`src/rtl/mcb_pkg.sv`:
```
package mcb_pkg;

    typedef enum logic [2:0] {
        RX_IDLE,
        RX_SHIFT,
        RX_ACK,
        RX_HOLD,
        RX_SKIP
    } rx_state_t;

    typedef struct packed {
        logic a_hi;
        logic a_lo;
        logic b_hi;
        logic b_lo;
    } hb_en_t;

    localparam hb_en_t HB_BRAKE_LOW  = '{a_hi: 1'b0, a_lo: 1'b1, b_hi: 1'b0, b_lo: 1'b1};
    localparam hb_en_t HB_BRAKE_HIGH = '{a_hi: 1'b1, a_lo: 1'b0, b_hi: 1'b1, b_lo: 1'b0};

    function automatic hb_en_t dc_decode(input logic [1:0] dc, input logic pwm);
        hb_en_t r;
        case (dc)
            2'b00:   r = HB_BRAKE_LOW;
            2'b01:   r = pwm ? '{a_hi: 1'b0, a_lo: 1'b1, b_hi: 1'b1, b_lo: 1'b0} : HB_BRAKE_HIGH;
            2'b10:   r = pwm ? '{a_hi: 1'b1, a_lo: 1'b0, b_hi: 1'b0, b_lo: 1'b1} : HB_BRAKE_HIGH;
            default: r = HB_BRAKE_HIGH;
        endcase
        return r;
    endfunction

    // cfg = {b_dir, b_en, a_dir, a_en}; result = active-high sinks {nB, B, nA, A}
    function automatic logic [3:0] step_sink(input logic [3:0] cfg, input logic pa, input logic pb);
        logic a_on;
        logic b_on;
        a_on = cfg[0] & pa;
        b_on = cfg[2] & pb;
        return {b_on & cfg[3], b_on & ~cfg[3], a_on & cfg[1], a_on & ~cfg[1]};
    endfunction

endpackage

```
`src/rtl/mcb_line_sync.sv`:
```
module mcb_line_sync #(
    parameter int          N           = 1,
    parameter int          SYNC_STAGES = 2,
    parameter logic [N-1:0] RST_VAL    = '0
) (
    input  logic         clk,
    input  logic         rst,
    input  logic [N-1:0] raw,
    output logic [N-1:0] lvl
);
    logic [N-1:0] stg [SYNC_STAGES];

    generate
        for (genvar s = 0; s < SYNC_STAGES; s++) begin : g_stage
            if (s == 0) begin : g_first
                always_ff @(posedge clk) begin
                    if (rst) stg[s] <= RST_VAL;
                    else     stg[s] <= raw;
                end
            end else begin : g_next
                always_ff @(posedge clk) begin
                    if (rst) stg[s] <= RST_VAL;
                    else     stg[s] <= stg[s-1];
                end
            end
        end
    endgenerate

    assign lvl = stg[SYNC_STAGES-1];
endmodule

```
`src/rtl/mcb_frame_rx.sv`:
```
module mcb_frame_rx
    import mcb_pkg::*;
#(
    parameter logic [7:0] DEV_ADDR = 8'h5A,
    parameter int         STEP_W   = 8
) (
    input  logic              clk,
    input  logic              rst,
    input  logic              scl_lvl,
    input  logic              scl_rise,
    input  logic              scl_fall,
    input  logic              sda_lvl,
    input  logic              start_det,
    input  logic              stop_det,
    output logic              sda_pull,
    output logic              commit,
    output logic [1:0]        dc_bits,
    output logic [STEP_W-1:0] step_bits
);
    rx_state_t         state;
    logic [3:0]        bit_cnt;
    logic [1:0]        byte_idx;
    logic [7:0]        shreg;
    logic [1:0]        dc_stage;
    logic [STEP_W-1:0] step_stage;

    always_ff @(posedge clk) begin
        if (rst) begin
            state      <= RX_IDLE;
            bit_cnt    <= '0;
            byte_idx   <= '0;
            shreg      <= '0;
            sda_pull   <= 1'b0;
            commit     <= 1'b0;
            dc_stage   <= '0;
            step_stage <= '0;
            dc_bits    <= '0;
            step_bits  <= '0;
        end else begin
            commit <= 1'b0;
            if (start_det) begin
                state    <= RX_SHIFT;
                bit_cnt  <= '0;
                byte_idx <= '0;
                sda_pull <= 1'b0;
            end else if (stop_det) begin
                if (state == RX_HOLD) begin
                    commit    <= 1'b1;
                    dc_bits   <= dc_stage;
                    step_bits <= step_stage;
                end
                state    <= RX_IDLE;
                sda_pull <= 1'b0;
            end else begin
                case (state)
                    RX_SHIFT: begin
                        if (scl_rise && bit_cnt != 4'd8) begin
                            shreg   <= {shreg[6:0], sda_lvl};
                            bit_cnt <= bit_cnt + 4'd1;
                        end else if (scl_fall && bit_cnt == 4'd8) begin
                            if (byte_idx == 2'd0 && shreg != DEV_ADDR) begin
                                state <= RX_SKIP;
                            end else begin
                                sda_pull <= 1'b1;
                                state    <= RX_ACK;
                                if (byte_idx == 2'd1) dc_stage   <= shreg[1:0];
                                if (byte_idx == 2'd2) step_stage <= shreg[STEP_W-1:0];
                            end
                        end
                    end
                    RX_ACK: begin
                        if (scl_fall) begin
                            sda_pull <= 1'b0;
                            bit_cnt  <= '0;
                            if (byte_idx == 2'd2) begin
                                state <= RX_HOLD;
                            end else begin
                                byte_idx <= byte_idx + 2'd1;
                                state    <= RX_SHIFT;
                            end
                        end
                    end
                    RX_HOLD: begin
                        if (scl_fall) state <= RX_SKIP;
                    end
                    default: ;
                endcase
            end
        end
    end

    AST_ACK_WHILE_SCL_LOW: assert property (@(posedge clk) disable iff (rst)
        $rose(sda_pull) |-> !scl_lvl);
    AST_NO_ACK_AFTER_SKIP: assert property (@(posedge clk) disable iff (rst)
        (state == RX_SKIP && !start_det) |=> !$rose(sda_pull));
endmodule

```
`src/rtl/mcb_bridge_decode.sv`:
```
module mcb_bridge_decode
    import mcb_pkg::*;
#(
    parameter int STEP_COUNT = 2,
    localparam int STEP_W    = 4 * STEP_COUNT
) (
    input  logic              clk,
    input  logic              rst,
    input  logic [1:0]        dc_bits,
    input  logic [STEP_W-1:0] step_bits,
    input  logic              pwm_dc,
    input  logic              pwm_a,
    input  logic              pwm_b,
    output hb_en_t            hb,
    output logic [STEP_W-1:0] step_ph_n
);
    always_ff @(posedge clk) begin
        if (rst) hb <= HB_BRAKE_LOW;
        else     hb <= dc_decode(dc_bits, pwm_dc);
    end

    generate
        for (genvar k = 0; k < STEP_COUNT; k++) begin : g_motor
            always_ff @(posedge clk) begin
                if (rst) step_ph_n[4*k +: 4] <= '1;
                else     step_ph_n[4*k +: 4] <= ~step_sink(step_bits[4*k +: 4], pwm_a, pwm_b);
            end

            AST_PAIR_A_EXCL: assert property (@(posedge clk) disable iff (rst)
                step_ph_n[4*k] || step_ph_n[4*k+1]);
            AST_PAIR_B_EXCL: assert property (@(posedge clk) disable iff (rst)
                step_ph_n[4*k+2] || step_ph_n[4*k+3]);
        end
    endgenerate

    AST_A_NO_SHOOT: assert property (@(posedge clk) disable iff (rst)
        !(hb.a_hi && hb.a_lo));
    AST_B_NO_SHOOT: assert property (@(posedge clk) disable iff (rst)
        !(hb.b_hi && hb.b_lo));
    AST_DC_BRAKE_LOW: assert property (@(posedge clk) disable iff (rst)
        (dc_bits == 2'b00) |=> (hb.a_lo && hb.b_lo && !hb.a_hi && !hb.b_hi));
    AST_DC_HIGH_IDLE: assert property (@(posedge clk) disable iff (rst)
        (dc_bits == 2'b11 || (dc_bits != 2'b00 && !pwm_dc)) |=> (hb.a_hi && hb.b_hi));
    AST_DC_FWD: assert property (@(posedge clk) disable iff (rst)
        (dc_bits == 2'b01 && pwm_dc) |=> (hb.a_lo && hb.b_hi));
    AST_DC_REV: assert property (@(posedge clk) disable iff (rst)
        (dc_bits == 2'b10 && pwm_dc) |=> (hb.a_hi && hb.b_lo));
endmodule

```
`src/rtl/motor_cmd_bridge.sv`:
```
module motor_cmd_bridge
    import mcb_pkg::*;
#(
    parameter logic [7:0] DEV_ADDR    = 8'h5A,
    parameter int         STEP_COUNT  = 2,
    parameter int         SYNC_STAGES = 2
) (
    input  logic                    clk,
    input  logic                    rst,
    input  logic                    scl_in,
    input  logic                    sda_in,
    output logic                    sda_drive_low,
    input  logic                    dc_pwm,
    input  logic                    stp_pwm_a,
    input  logic                    stp_pwm_b,
    output logic                    hb_a_hi,
    output logic                    hb_a_lo,
    output logic                    hb_b_hi,
    output logic                    hb_b_lo,
    output logic [4*STEP_COUNT-1:0] step_ph_n
);
    localparam int STEP_W = 4 * STEP_COUNT;

    logic [1:0]        ser_lvl;
    logic [2:0]        pwm_lvl;
    logic              scl_d, sda_d;
    logic              scl_rise, scl_fall, start_det, stop_det;
    logic              commit;
    logic [1:0]        dc_bits;
    logic [STEP_W-1:0] step_bits;
    hb_en_t            hb;

    mcb_line_sync #(.N(2), .SYNC_STAGES(SYNC_STAGES), .RST_VAL(2'b11)) u_ser_sync (
        .clk(clk), .rst(rst), .raw({scl_in, sda_in}), .lvl(ser_lvl));

    mcb_line_sync #(.N(3), .SYNC_STAGES(SYNC_STAGES), .RST_VAL(3'b000)) u_pwm_sync (
        .clk(clk), .rst(rst), .raw({dc_pwm, stp_pwm_a, stp_pwm_b}), .lvl(pwm_lvl));

    always_ff @(posedge clk) begin
        if (rst) begin
            scl_d <= 1'b1;
            sda_d <= 1'b1;
        end else begin
            scl_d <= ser_lvl[1];
            sda_d <= ser_lvl[0];
        end
    end

    assign scl_rise  =  ser_lvl[1] & ~scl_d;
    assign scl_fall  = ~ser_lvl[1] &  scl_d;
    assign start_det =  ser_lvl[1] &  scl_d &  sda_d & ~ser_lvl[0];
    assign stop_det  =  ser_lvl[1] &  scl_d & ~sda_d &  ser_lvl[0];

    mcb_frame_rx #(.DEV_ADDR(DEV_ADDR), .STEP_W(STEP_W)) u_rx (
        .clk(clk), .rst(rst),
        .scl_lvl(ser_lvl[1]), .scl_rise(scl_rise), .scl_fall(scl_fall),
        .sda_lvl(ser_lvl[0]), .start_det(start_det), .stop_det(stop_det),
        .sda_pull(sda_drive_low), .commit(commit),
        .dc_bits(dc_bits), .step_bits(step_bits));

    mcb_bridge_decode #(.STEP_COUNT(STEP_COUNT)) u_dec (
        .clk(clk), .rst(rst),
        .dc_bits(dc_bits), .step_bits(step_bits),
        .pwm_dc(pwm_lvl[2]), .pwm_a(pwm_lvl[1]), .pwm_b(pwm_lvl[0]),
        .hb(hb), .step_ph_n(step_ph_n));

    assign hb_a_hi = hb.a_hi;
    assign hb_a_lo = hb.a_lo;
    assign hb_b_hi = hb.b_hi;
    assign hb_b_lo = hb.b_lo;

    AST_COMMIT_AT_STOP: assert property (@(posedge clk) disable iff (rst)
        commit |-> $past(stop_det));
    AST_SETTINGS_HOLD: assert property (@(posedge clk) disable iff (rst)
        !commit |-> $stable(dc_bits) && $stable(step_bits));
endmodule

```
`config.mk`:
```
export PLATFORM = sky130hd
export DESIGN_NAME = motor_cmd_bridge
export DESIGN_NICKNAME = d
export VERILOG_FILES = /design/src/rtl/mcb_pkg.sv /design/src/rtl/mcb_line_sync.sv /design/src/rtl/mcb_frame_rx.sv /design/src/rtl/mcb_bridge_decode.sv /design/src/rtl/motor_cmd_bridge.sv
export SDC_FILE = /design/constraint.sdc
export NUM_CORES = 1
export LEC_CHECK = 0
export BUFFER_PORTS_ARGS = -buffer_cell sky130_fd_sc_hd__buf_4
export CAP_MARGIN = 20
export CORE_ASPECT_RATIO = 0.6
export CORE_UTILIZATION = 52
export CTS_CLUSTER_SIZE = 20
export DETAILED_ROUTE_END_ITERATION = 8
export GPL_TIMING_DRIVEN = 0
export PLACE_DENSITY = 0.84
export SETUP_SLACK_MARGIN = 0.1
export SYNTH_ARGS = -nofsm -noshare
export SYNTH_HDL_FRONTEND = slang
export SYNTH_SLANG_ARGS = --single-unit
```
`constraint.sdc`:
```
create_clock -name clk -period 1.58 [get_ports clk]
set_input_delay 0.474 -clock clk [delete_from_list [all_inputs] [get_ports clk]]
set_output_delay 0.474 -clock clk [all_outputs]
set_load 0.02 [all_outputs]
```
Word level (Yosys, flattened, before mapping)
Memories as Yosys holds them, arrays and structs flattened.
Cells that the tools add are included.
- flip-flop bits (word level): 52
- memory bits (writable): 10
- bits of input ports: 7
- output and inout bits: 13
- logic and storage cells: 126
- memories: 2
- memory list (memory ; words ; width ; rd ports ; clocked after Yosys merged registers in ; write ports ; line ; text):
    u_pwm_sync.stg ; 2 ; 3 ; 2 ; 0 ; 2 ; mcb_line_sync.sv:11 ; logic [N-1:0] stg [SYNC_STAGES];
    u_ser_sync.stg ; 2 ; 2 ; 2 ; 0 ; 2 ; mcb_line_sync.sv:11 ;
- $add $sub $neg: 2
- equality and inequality tests: 20
- mux-type cells: 27
- bitwise logic cells: 38
- reduce and logical (&&, ||, !) cells: 19
- operators by type and width (kind ; count):
    $mux 3 ; 7
    $and 1x1->1 ; 19
    $reduce_and 5->1 ; 3
    $reduce_and 7->1 ; 2
    $not 1->1 ; 13
    $mux 4 ; 3
    $ne 4x3->1 const B ; 3
    $pmux 4 s3 ; 1
    $reduce_and 4->1 ; 3
    $mux 1 ; 9
    $pmux 3 s3 ; 1
    $mux 2 ; 4
    $ne 2x1->1 const B ; 4
    $ne 4x4->1 const B ; 2
    $ne 8x7->1 const B ; 1
    $not 4->4 ; 2
    $pmux 4 s2 ; 1
    $eq 3x2->1 const B ; 2
    $reduce_bool 5->1 ; 1
    $add 4x1->4 const B ; 1
    $eq 2x1->1 const B ; 2
    $eq 2x2->1 const B ; 2
    $eq 4x4->1 const B ; 1
    $logic_not 2->1 ; 2
    other kinds (11) ; 17

Depth between registers and ports, before layout
An unclocked memory read counts as a cell.
- depth after elaboration: 9
- mapped depth: 7
- gate-level depth less buffers: 6

Modules after synthesis
From an unflattened synthesis, not the netlist that was laid out.
- cell total of the unflattened synthesis: 245
- area, all modules: 2424.8 µm²
- modules (own cells, without submodules) (module ; instances ; cells each ; area each (µm²) ; seq. area each (µm²)):
    mcb_frame_rx ; 1 ; 186 ; 1702.9 ; 780.7
    mcb_bridge_decode ; 1 ; 31 ; 374.1 ; 240.2
    mcb_line_sync at u_pwm_sync ; 1 ; 12 ; 157.7 ; 120.1
    mcb_line_sync at u_ser_sync ; 1 ; 8 ; 105.1 ; 80.1
    motor_cmd_bridge ; 1 ; 8 ; 85.1 ; 40.0

Worst setup path after synthesis
OpenSTA, ideal clock, no wires.
- kind: register -> register
- start: register u_rx.bit_cnt[0]
- end: register u_rx.bit_cnt[3]
- library setup time: 0.070 ns
- arrival: 1.584 ns
- required time: 1.510 ns
- setup slack: -0.074 ns
- cell stages (with the launch flop): 7
- path buffers: 0
- period minus slack after synthesis: 1.654 ns
- cells stage by stage: dfxtp_1 -> inv_1 -> ha_1 -> and3b_1 -> a2bb2oi_2 -> or4_1 -> a21boi_1
- longest elaborated chain between the ends: 4
- elaborated cells between the ends (all ways): 7
- those cells by class: 1 x add/sub; 2 x eq/ne; 2 x mux; 2 x reduce/logical
- RTL lines (what ; line ; text):
    start: declaration ; mcb_frame_rx.sv:21 ; logic [3:0] bit_cnt;
    start signal: assignment ; mcb_frame_rx.sv:59 ; bit_cnt <= bit_cnt + 4'd1;
    branches (longest 4 deep; another with $add 4x1->4) ; - ;
Parallel ways; which one is timed is not known. The select of a mux whose other input is x is not followed.
A chain may end at the register's enable or synchronous reset.

Worst setup path in the final report
- start: register u_rx.shreg[1]
- end: register u_rx.step_stage[7]
- longest elaborated chain between the ends: 4
- RTL lines (what ; line ; text):
    start: declaration ; mcb_frame_rx.sv:23 ; logic [7:0] shreg;
    start signal: assignment ; mcb_frame_rx.sv:58 ; shreg <= {shreg[6:0], sda_lvl};
    $ne 8x7->1 ; mcb_frame_rx.sv:61 ; if (byte_idx == 2'd0 && shreg != DEV_ADDR) begin
    $logic_and 1x1->1 ; mcb_frame_rx.sv:61 ;
    $not 1->1 (no line) ; - ;
    $reduce_and 7->1 (no line) ; - ;
    end signal: assignment ; mcb_frame_rx.sv:67 ; if (byte_idx == 2'd2) step_stage <= shreg[STEP_W-1:0];
    end: declaration ; mcb_frame_rx.sv:25 ; logic [STEP_W-1:0] step_stage;
No other way between the ends.

==> flow_summary.toml <==
[run_status]
status = "complete, but fails checks"
failed_checks = "setup timing"

[floorplan]
rows = 18
dieArea_um2 = 4922
io_pins = 20
coreArea_um2 = 4279
initial_core_util_pct = 56.35
die-width_um = 89.91
dieHeight_um = 54.75

[critical_path]
worstSetupStartpointType = "flop"
crit_fanout = 5
path_cells = "or4bb_4 -> o21ai_4 -> buf_6 -> nand4_1 -> a21oi_2"
cpPeakStageDelay_ns = 0.56
path_class = "reg -> reg"
crit_buf_inv = 1
path_delay_family = "simple AND/OR/NAND/NOR gates"
cp.arrival_ns = 1.94
critical_path_required_ns = 1.85
crit_path_end_kind = "flop"
slowest_stage = "or4bb_4"
rrSetupSlack_ns = -0.09

[grt]
antenna_found_initial = 0
grtUsageTotal_pct = 24.91
grt_util_met3_pct = 11.81
use_met2_pct = 38.21
overflow = 0
grt_pass1_wl_um = 8852
grt_pass1_vias = 1752
grt_max_degree = 11
use_met1_pct = 31.21
busiest_layer = "met2"

[logic_synthesis]
synth_edf_count = 0
syn_nets = 254
avgSynthCellArea_um2 = 9.963
syn-cell-area_um2 = 2411
async_reset_ff_share_pct = 0
synth_top_area_cell = "dfxtp_1"
syn_inst = 242
synth.area.top_cells = "dfxtp_1 51%, mux2i_1 7.9%, nor2_1 3.6%"
ys_ff_latch = 62
synth_cell_types = 46
yosys_warnings = 0
ys_seq_area_share_pct = 51.48
ys.flop_type = "dfxtp_1"
synth_top_area_share_pct = 51.48

[placement]
dp_hpwl_um = 3257
io_buffers = 19
gp_congestion = 0.9716

[timing]
timing.fmax_mhz = 598.9
fin_skew_ns = 0.006121
final_max_slew_viol_count = 0
postLayoutSetupSlackWorst_ns = -0.08969
tightestPinTransition_ns = 0.5343
hold_viol_final = 0
fin_crit_ns = 1.670
max_slew_margin_pct = 64.38
rsz0062_at_grt = "yes"
finalCritPeriodShare_pct = 105.7
setup_viol = 20

[clocking]
postCtsHoldBufs = 0
clkSlewWorstSetupHoldPaths_ns = 0.06
cts_inserted_buffers = 9
cts.sinks = 62
clk_latency_ns = 0.34
cts_tree = "built"
cts.path.max_buffers = 2
cts_root_buffer = "clkbuf_8"
ctsHtreeMaxLevel = 3

[final_layout]
final_layout_size_suffix_gt1_share_pct = 36.15
diodes = 0
num-nets-final = 303
final_util_pct = 74.33
syn_to_final_growth_pct = 31.91

[routing]
first_pass_iters = 5
via_per_inst = 5.596
drtIter0Drc = 125
wl_per_cell_um = 16.62
routed_wl_um = 5916
drcViolationCount = 0
vias = 1992
detail-route-antenna-nets = 0

[power]
power_mw = 3.076
leakagePower_nw = 1.169
ir_worst_vdd_mv = 0.8696
power.density_nw_per_um2 = 967.0

[worst_hold_path]
hold_class = "in -> reg"

[flow_run]
maxCapViolations = 0
[synth_stat cells (3+ instances only)]
| library cell | instances |
|---|---|
| a21oi_1 | 14 |
| buf_2 | 3 |
| clkbuf_1 | 5 |
| dfxtp_1 | 62 |
| ha_1 | 5 |
| inv_1 | 10 |
| mux2i_1 | 19 |
| nand2_1 | 8 |
| nand3_1 | 10 |
| nand3b_1 | 4 |
| nand4_1 | 12 |
| nor2_1 | 23 |
| nor2b_1 | 9 |
| o21ai_0 | 13 |
| or2_2 | 9 |
[cell families (layout without fill, tap and decap cells)]
logic type / Yosys count / count (layout) / share of synthesized area [%]
AOI/OAI and AO/OA: 40 / 40 / 10.59
xor gates and xnor gates: 2 / 2 / 0.7267
muxes: 19 / 19 / 7.888
and+or+nand+nor: 94 / 94 / 22.99
adders and majority gates: 5 / 5 / 2.595
DFF: 62 / 62 / 51.48
buffers and inverters: 20 / 74 / 3.737
[metal layers]
| metal | vias to the layer above | routed length, um |
|---|---|---|
| li1 | 952 | - |
| met1 | 945 | 2549 |
| met2 | 82 | 2731 |
| met3 | 13 | 523 |
| met4 | 0 | 111 |
| met5 | - | 0 |
[stage by stage]
stage / hold slack (ns) / cells / TNS (ns) / area, um^2 / setup WS [ns]
finish: 0.3159 / 356 / -0.7321 / 3181 / -0.08969
global route: 0.2869 / 356 / -2.172 / 3181 / -0.1438
CTS: 0.2991 / 348 / -0.05736 / 3037 / -0.01811
detailed placement: 0.3917 / 321 / -1.869 / 2654 / -0.1062
global placement: 0.3901 / 321 / -0.6892 / 2654 / -0.04132
floorplan: 0.3750 / 242 / 0 / 2436 / 0.1017
[final cells by class]
type,instances,area (um^2)
Sequential cell,62,1277
Timing Repair Buffer,38,300.3
Clock inverter,3,42.54
Inverter,10,40.04
Fill cell,291,1099
Clock buffer,13,158.9
Tap cell,60,75.07
Multi-Input combinational cell,160,1215
Buffer,10,71.32
[flip-flops by register name, indices dropped and copies added, names as in the netlist, 2 cells and up]
name             flops
u_dec.hb             4
u_rx.shreg           8
u_rx.step_stage      8
u_dec.step_ph_n      8
u_rx.dc_bits         2
u_pwm_sync.stg       6
u_rx.byte_idx        2
u_rx.state           3
u_rx.dc_stage        2
u_rx.step_bits       8
u_rx.bit_cnt         4
u_ser_sync.stg       4
[final timing paths]
kind / from / to / depth (start not counted)
worst max-delay path: u_rx.shreg[1] / u_rx.step_stage[7] / 5
worst min-delay path: scl_in / u_ser_sync.stg[0][1] / 2
worst max register to register: u_rx.shreg[1] / u_rx.step_stage[7] / 5
worst min register to register: u_rx.step_bits[7] / u_dec.step_ph_n[7] / 1
[repair_timing]
action / in CTS / in global routing
pin swaps: 8 / 18
setup endpoints to repair: 37 / 37
hold endpoints to repair: 0 / 0
resized for setup: 36 / 33
cloned: 3 / 0
setup buffers: 8 / 8
[layout by cell type (no fill, tap or decap), types with 2 or more instances in the layout]
cell,instances
dfxtp_1,47
buf_4,34
nor2_1,23
mux2i_1,19
nand4_1,12
a21oi_1,12
clkbuf_8,11
nand3_1,10
inv_1,9
nor2b_1,9
or2_2,9
buf_6,8
o21ai_1,8
dfxtp_2,8
clkbuf_1,7
nand2_1,7
dfxtp_4,7
o21ai_2,4
nand3b_1,4
ha_1,4
or4bb_4,2
nand2b_1,2
a21oi_2,2
and4b_1,2
[report_power, final]
part           leakage (nW)  internal (mW)  switching, mW  total (mW)
Clock                0.0996          0.813          0.600        1.41
Combinational         0.560         0.0400         0.0483      0.0884
Sequential            0.509           1.57        0.00771        1.57
Total                  1.17           2.42          0.656        3.08
No activity file was read; power rests on OpenSTA's default activity.
